[config.mk]
export PLATFORM = sky130hd
export DESIGN_NAME = fast_scan_responder
export DESIGN_NICKNAME = d
export VERILOG_FILES = /design/src/rtl/fast_scan_responder.sv
export SDC_FILE = /design/constraint.sdc
export NUM_CORES = 1
export LEC_CHECK = 0
export ABC_AREA = 1
export BUFFER_PORTS_ARGS = -buffer_cell sky130_fd_sc_hd__clkbuf_2
export CAP_MARGIN = 5
export CORE_ASPECT_RATIO = 1.2
export CORE_MARGIN = 8
export CORE_UTILIZATION = 25
export DETAILED_ROUTE_END_ITERATION = 12
export MAX_ROUTING_LAYER = met4
export PLACE_DENSITY = 0.43
export SYNTH_ARGS = -nofsm -noshare
export SYNTH_HDL_FRONTEND = slang
export SYNTH_SLANG_ARGS = --single-unit
[constraint.sdc]
create_clock -name clk -period 2.5 [get_ports clk]
set_clock_uncertainty 0.05 [all_clocks]
set_input_delay 0.25 -clock clk [delete_from_list [all_inputs] [get_ports clk]]
set_output_delay 0.25 -clock clk [all_outputs]
set_load 0.01 [all_outputs]
[src/rtl/fast_scan_responder.sv]
module fast_scan_responder #(
  parameter int NCH        = 4,
  parameter int WAIT_CYC   = 10,
  parameter int PROC_CYC   = 2,
  parameter int FINISH_CYC = 2,
  parameter int GAP_CYC    = 2,
  parameter logic [7:0] OPCODE = 8'h02
) (
  input  logic                     clk,
  input  logic                     rst_n,
  input  logic                     cs_n,
  input  logic                     dclk,
  input  logic                     din,
  output logic                     dout,
  output logic                     dout_oe,
  output logic                     early_err,
  input  logic                     wr_en,
  input  logic [$clog2(NCH)-1:0]   wr_ch,
  input  logic [7:0]               wr_data
);
  localparam int RW = 2 * NCH;
  localparam int CW = $clog2(WAIT_CYC + FINISH_CYC + GAP_CYC + RW + 16);
  localparam logic [CW-1:0] WAIT_LIM = CW'(WAIT_CYC);
  localparam logic [CW-1:0] SNAP_AT  = CW'(PROC_CYC - 1);
  localparam logic [CW-1:0] POST_DAT = CW'(FINISH_CYC + GAP_CYC);
  localparam logic [CW-1:0] POST_IGN = CW'(GAP_CYC);
  localparam logic [CW-1:0] RW_C     = CW'(RW);
  localparam logic [CW-1:0] BYTE_C   = CW'(8);
  localparam logic [CW-1:0] OVER_C   = CW'(9);

  typedef enum logic [2:0] {S_IDLE, S_CMD, S_WAIT, S_DATA, S_POST} st_t;

  st_t              st;
  logic             dclk_q, cs_q, early_q;
  logic [7:0]       chreg [NCH];
  logic [7:0]       cmd_sr;
  logic [CW-1:0]    cnt, post_len;
  logic [RW-1:0]    snap, shreg, gath;

  wire rise    = dclk & ~dclk_q;
  wire fall    = ~dclk & dclk_q;
  wire cs_fall = ~cs_n & cs_q;
  wire cs_rise = cs_n & ~cs_q;

  always_comb
    for (int n = 0; n < NCH; n++) gath[2*n +: 2] = chreg[n][1:0];

  assign dout    = shreg[RW-1];
  assign dout_oe = (st == S_DATA) && !cs_n;

  always_ff @(posedge clk) begin
    if (!rst_n) begin
      for (int n = 0; n < NCH; n++) chreg[n] <= '0;
    end else if (wr_en) begin
      chreg[wr_ch] <= wr_data;
    end
  end

  always_ff @(posedge clk) begin
    if (!rst_n) begin
      st <= S_IDLE; dclk_q <= 1'b0; cs_q <= 1'b1; early_q <= 1'b0;
      cmd_sr <= '0; cnt <= '0; post_len <= '0; snap <= '0; shreg <= '0;
      early_err <= 1'b0;
    end else begin
      dclk_q <= dclk;
      cs_q   <= cs_n;
      case (st)
        S_IDLE: if (cs_fall) begin st <= S_CMD; cnt <= '0; end
        S_CMD: begin
          if (cs_rise) begin
            cnt <= '0;
            if (cnt == BYTE_C && cmd_sr == OPCODE) st <= S_WAIT;
            else begin st <= S_POST; post_len <= POST_IGN; end
          end else if (rise && !cs_n) begin
            cmd_sr <= {cmd_sr[6:0], din};
            if (cnt != OVER_C) cnt <= cnt + CW'(1);
          end
        end
        S_WAIT: begin
          if (cs_fall) begin
            st      <= S_DATA;
            cnt     <= '0;
            early_q <= cnt < WAIT_LIM;
            shreg   <= (cnt < WAIT_LIM) ? '0 : snap;
            if (cnt < WAIT_LIM) early_err <= 1'b1;
          end else if (rise && cs_n) begin
            if (cnt < WAIT_LIM) cnt <= cnt + CW'(1);
            if (cnt == SNAP_AT) snap <= gath;
          end
        end
        S_DATA: begin
          if (cs_rise) begin
            st <= S_POST; cnt <= '0; post_len <= POST_DAT;
          end else if (!cs_n) begin
            if (rise && cnt < RW_C) cnt <= cnt + CW'(1);
            if (fall && cnt != '0 && cnt < RW_C) shreg <= shreg << 1;
          end
        end
        S_POST: if (rise && cs_n) begin
          cnt <= cnt + CW'(1);
          if (cnt + CW'(1) >= post_len) st <= S_IDLE;
        end
        default: st <= S_IDLE;
      endcase
    end
  end


  dout_stable_chk: assert property (@(posedge clk) disable iff (!rst_n)
    (dout_oe && $past(dout_oe) && !$past(fall)) |-> $stable(dout));

  early_zero_chk: assert property (@(posedge clk) disable iff (!rst_n)
    (dout_oe && early_q) |-> !dout);

  err_sticky_chk: assert property (@(posedge clk) disable iff (!rst_n)
    early_err |=> early_err);

  oe_after_cmd_chk: assert property (@(posedge clk) disable iff (!rst_n)
    $rose(dout_oe) |-> $past(st) == S_WAIT);
endmodule

==> flow_summary.ini <==
[run_status]
status = completed

[sta]
max_freq_mhz = 491
relSlewSlack = 0.718
setup_viol = 0
tns_ps = 0
rsz0062_at_grt = no
drv_slew = 0
timing.final.crit_share = 0.815
final_hold_viol_count = 0
min_period_ps = 2040
worst_slew_pin_slew_ps = 423

[pwr]
power_switching_mw = 0.726
combPwrFrac = 0.276
power_density_nw_per_um2 = 747
sequentialPowerShare = 0.465
switching_share = 0.376
power.internal_mw = 1.21
pwr-share-clk = 0.259
ir_drop_uv = 189
p_leak_nw = 1.15

[grt]
grt_start_max_net_pins = 38
grt_pass1_wl_um = 9160
track_usage = 0.0914
antenna_found_initial = 0
grt_pass1_vias = 1947
overflow = 0

[synthesis]
synth.avg_cell_area_sq_um = 6.92
synth.area.mux_share = 0
synth_top_area_share = 0.331
synth-xor-area-share = 0.00381
synth_seq_cells = 46
synthAdderAreaFrac = 0.0272
syn_inst = 332
yosys.area.top_type = dfxtp_1
ys_seq_area_frac = 0.436
syn_area_sq_um = 2300
yosys-top-cells-area = dfxtp_1 (33%), nor2_1 (11%), nand2_1 (11%)
ys.flop_type = dfxtp_1
synthArstFlopShare = 0
synth_cell_type_count = 28
synth_top_family_by_area = simple AND/OR/NAND/NOR gates
synth_compound_area_frac = 0.133
yosys.area_share.simple = 0.321
syn_nets = 353
synth-edff-count = 8
yosysWarnings = 0

[floorplanning]
rows = 38
die_x_um = 104
die_h_um = 121
ioPinCount = 19
dieArea_sq_um = 12500
core_sq_um = 8990
start_util = 0.256

[placement]
dp_hpwl_um = 3870
place_congestion = 0.775
numPlacedInstances = 459
placement.io_buffers = 12

[drt]
viasPerCell = 4.37
routedWlPerCell_um = 11.2
routed_wl_um = 5230
via_count = 2039
drc = 0
ant_nets = 0
first_pass_iters = 4
first_iter_violations = 121

[worst_setup_path]
cp.required_ps = 2700
criticalPathCategory = flop to flop
startpoint = cnt[0]
ff2ff_path_depth = 9
start_kind = flop
crit_slowest_cell = dfxtp_1
rr_startpoint = cnt[0]
end_kind = flop
slowest_delay_ps = 460
crit_chain = ha_1, xor2_1, ha_1, a21boi_0, a21oi_1, nand3_1, nand3b_1, nand2_1, nor2_1
r2r_setup_slack_ps = 460
cp.arrival_ps = 2240
cp_common_cell = ha_1
r2r_end = st[1]
crit_fanout = 6

[clocking]
ctsResizeCount = 0
cts_root_buf = clkbuf_8
htreeDepth = 2
cts_tree = built
clk_path_buf_depth = 2
postCtsSetupBuffers = 0
cts_hold_buf = 0
clkLatencyLatePin_ps = 310
clock_sinks = 46
path_clk_slew_ps = 100
cts_buffers = 5

[hold_path]
hold_end = dclk_q
hold_class = primary input to flop
min_path_cells = 3
worstHoldStart = dclk

[final_layout]
fin_cells = 467
antenna_cells = 0
layout_commonest_cell = nor2_1
drive_above_1_share = 0.110
nNetsFinal = 367
final_cell_mix = nor2_1 (69), nand2_1 (67), dfxtp_1 (38), inv_1 (35), o21ai_0 (32)
syn2layout_area_growth_pct = 12.6

[flow_run]
max_cap_viol_count = 0
cells by family (layout without fill, tap and decap cells):
group,after synthesis,count (layout)
AOI/OAI and AO/OA,59,59
xor gates and xnor gates,1,1
adders and majority gates,5,5
buffers and inverters,47,62
DFF,46,46
and+or+nand+nor,174,174
synthesized netlist by cell type, types with 2 or more instances:
cell      instances
buf_2             4
nand3_1          22
ha_1              5
nor2_1           69
nand2_2           2
dfxtp_1          38
edfxtp_1          8
a21oi_1          23
o21ai_0          32
clkbuf_1          2
inv_1            35
nor3_1            2
nand2_1          67
inv_2             5
nand4_1           3
nor2_2            3
routing by layer:
layer  up-vias  share of wire  GRT usage  routed length [um]
met5         -              0          -                   0
met4         0          0.017     0.0414                  89
li1       1088              -          -                   -
met2        22           0.48      0.153                2530
met1       922           0.48      0.104                2510
met3         7          0.020     0.0175                 103
stage by stage:
stage,utilization,setup WS [ps],power (mW),area (sq um),hold slack [ps]
global placement,0.277,535,1.45,2490,390
finish,0.288,462,1.93,2590,128
floorplan,-,567,1.30,2300,292
detailed placement,0.277,492,1.45,2490,396
CTS,0.288,463,1.97,2590,115
global route,0.288,348,2.08,2590,142
worst max-delay path by stage:
stage                     endpoint  slack (ps)
after global routing         st[1]         350
after CTS                    st[1]         460
after detailed placement     st[1]         490
after floorplan              st[1]         570
after global placement       st[1]         540
final                        st[1]         460
layout make-up:
cell class | instances | area (sq um)
inverter | 40 | 150
fill | 1019 | 6400
clock buffer | 5 | 68.8
sequential | 46 | 1000
tap | 120 | 150
multi-input combinational | 239 | 1110
clock inverter | 3 | 26.3
timing repair buffer | 14 | 75.1
worst max-delay path, delay by kind of cell, from the launching register on:
| kind | cells | cell delay, ps |
|---|---|---|
| compound gates | 2 | 240 |
| xor+xnor | 1 | 240 |
| fa+ha+maj | 2 | 510 |
| flops | 1 | 460 |
| simple gates | 4 | 470 |
power by group through the flow:
stage / Combinational [mW] / Clock, mW / Sequential, mW
global route: 0.617 / 0.555 / 0.910
global placement: 0.539 / 0 / 0.913
floorplan: 0.420 / 0 / 0.883
finish: 0.533 / 0.500 / 0.899
detailed placement: 0.538 / 0 / 0.915
CTS: 0.540 / 0.531 / 0.898
state kept, by name (all words and copies together) (netlist names):
| signal | count |
|---|---|
| cmd_sr | 8 |
| dclk_q | 1 |
| chreg | 8 |
| snap | 8 |
| st | 3 |
| cnt | 6 |
| post_len | 2 |
| early_err | 1 |
| shreg | 8 |
| cs_q | 1 |
(Power assumes the default switching activity.)
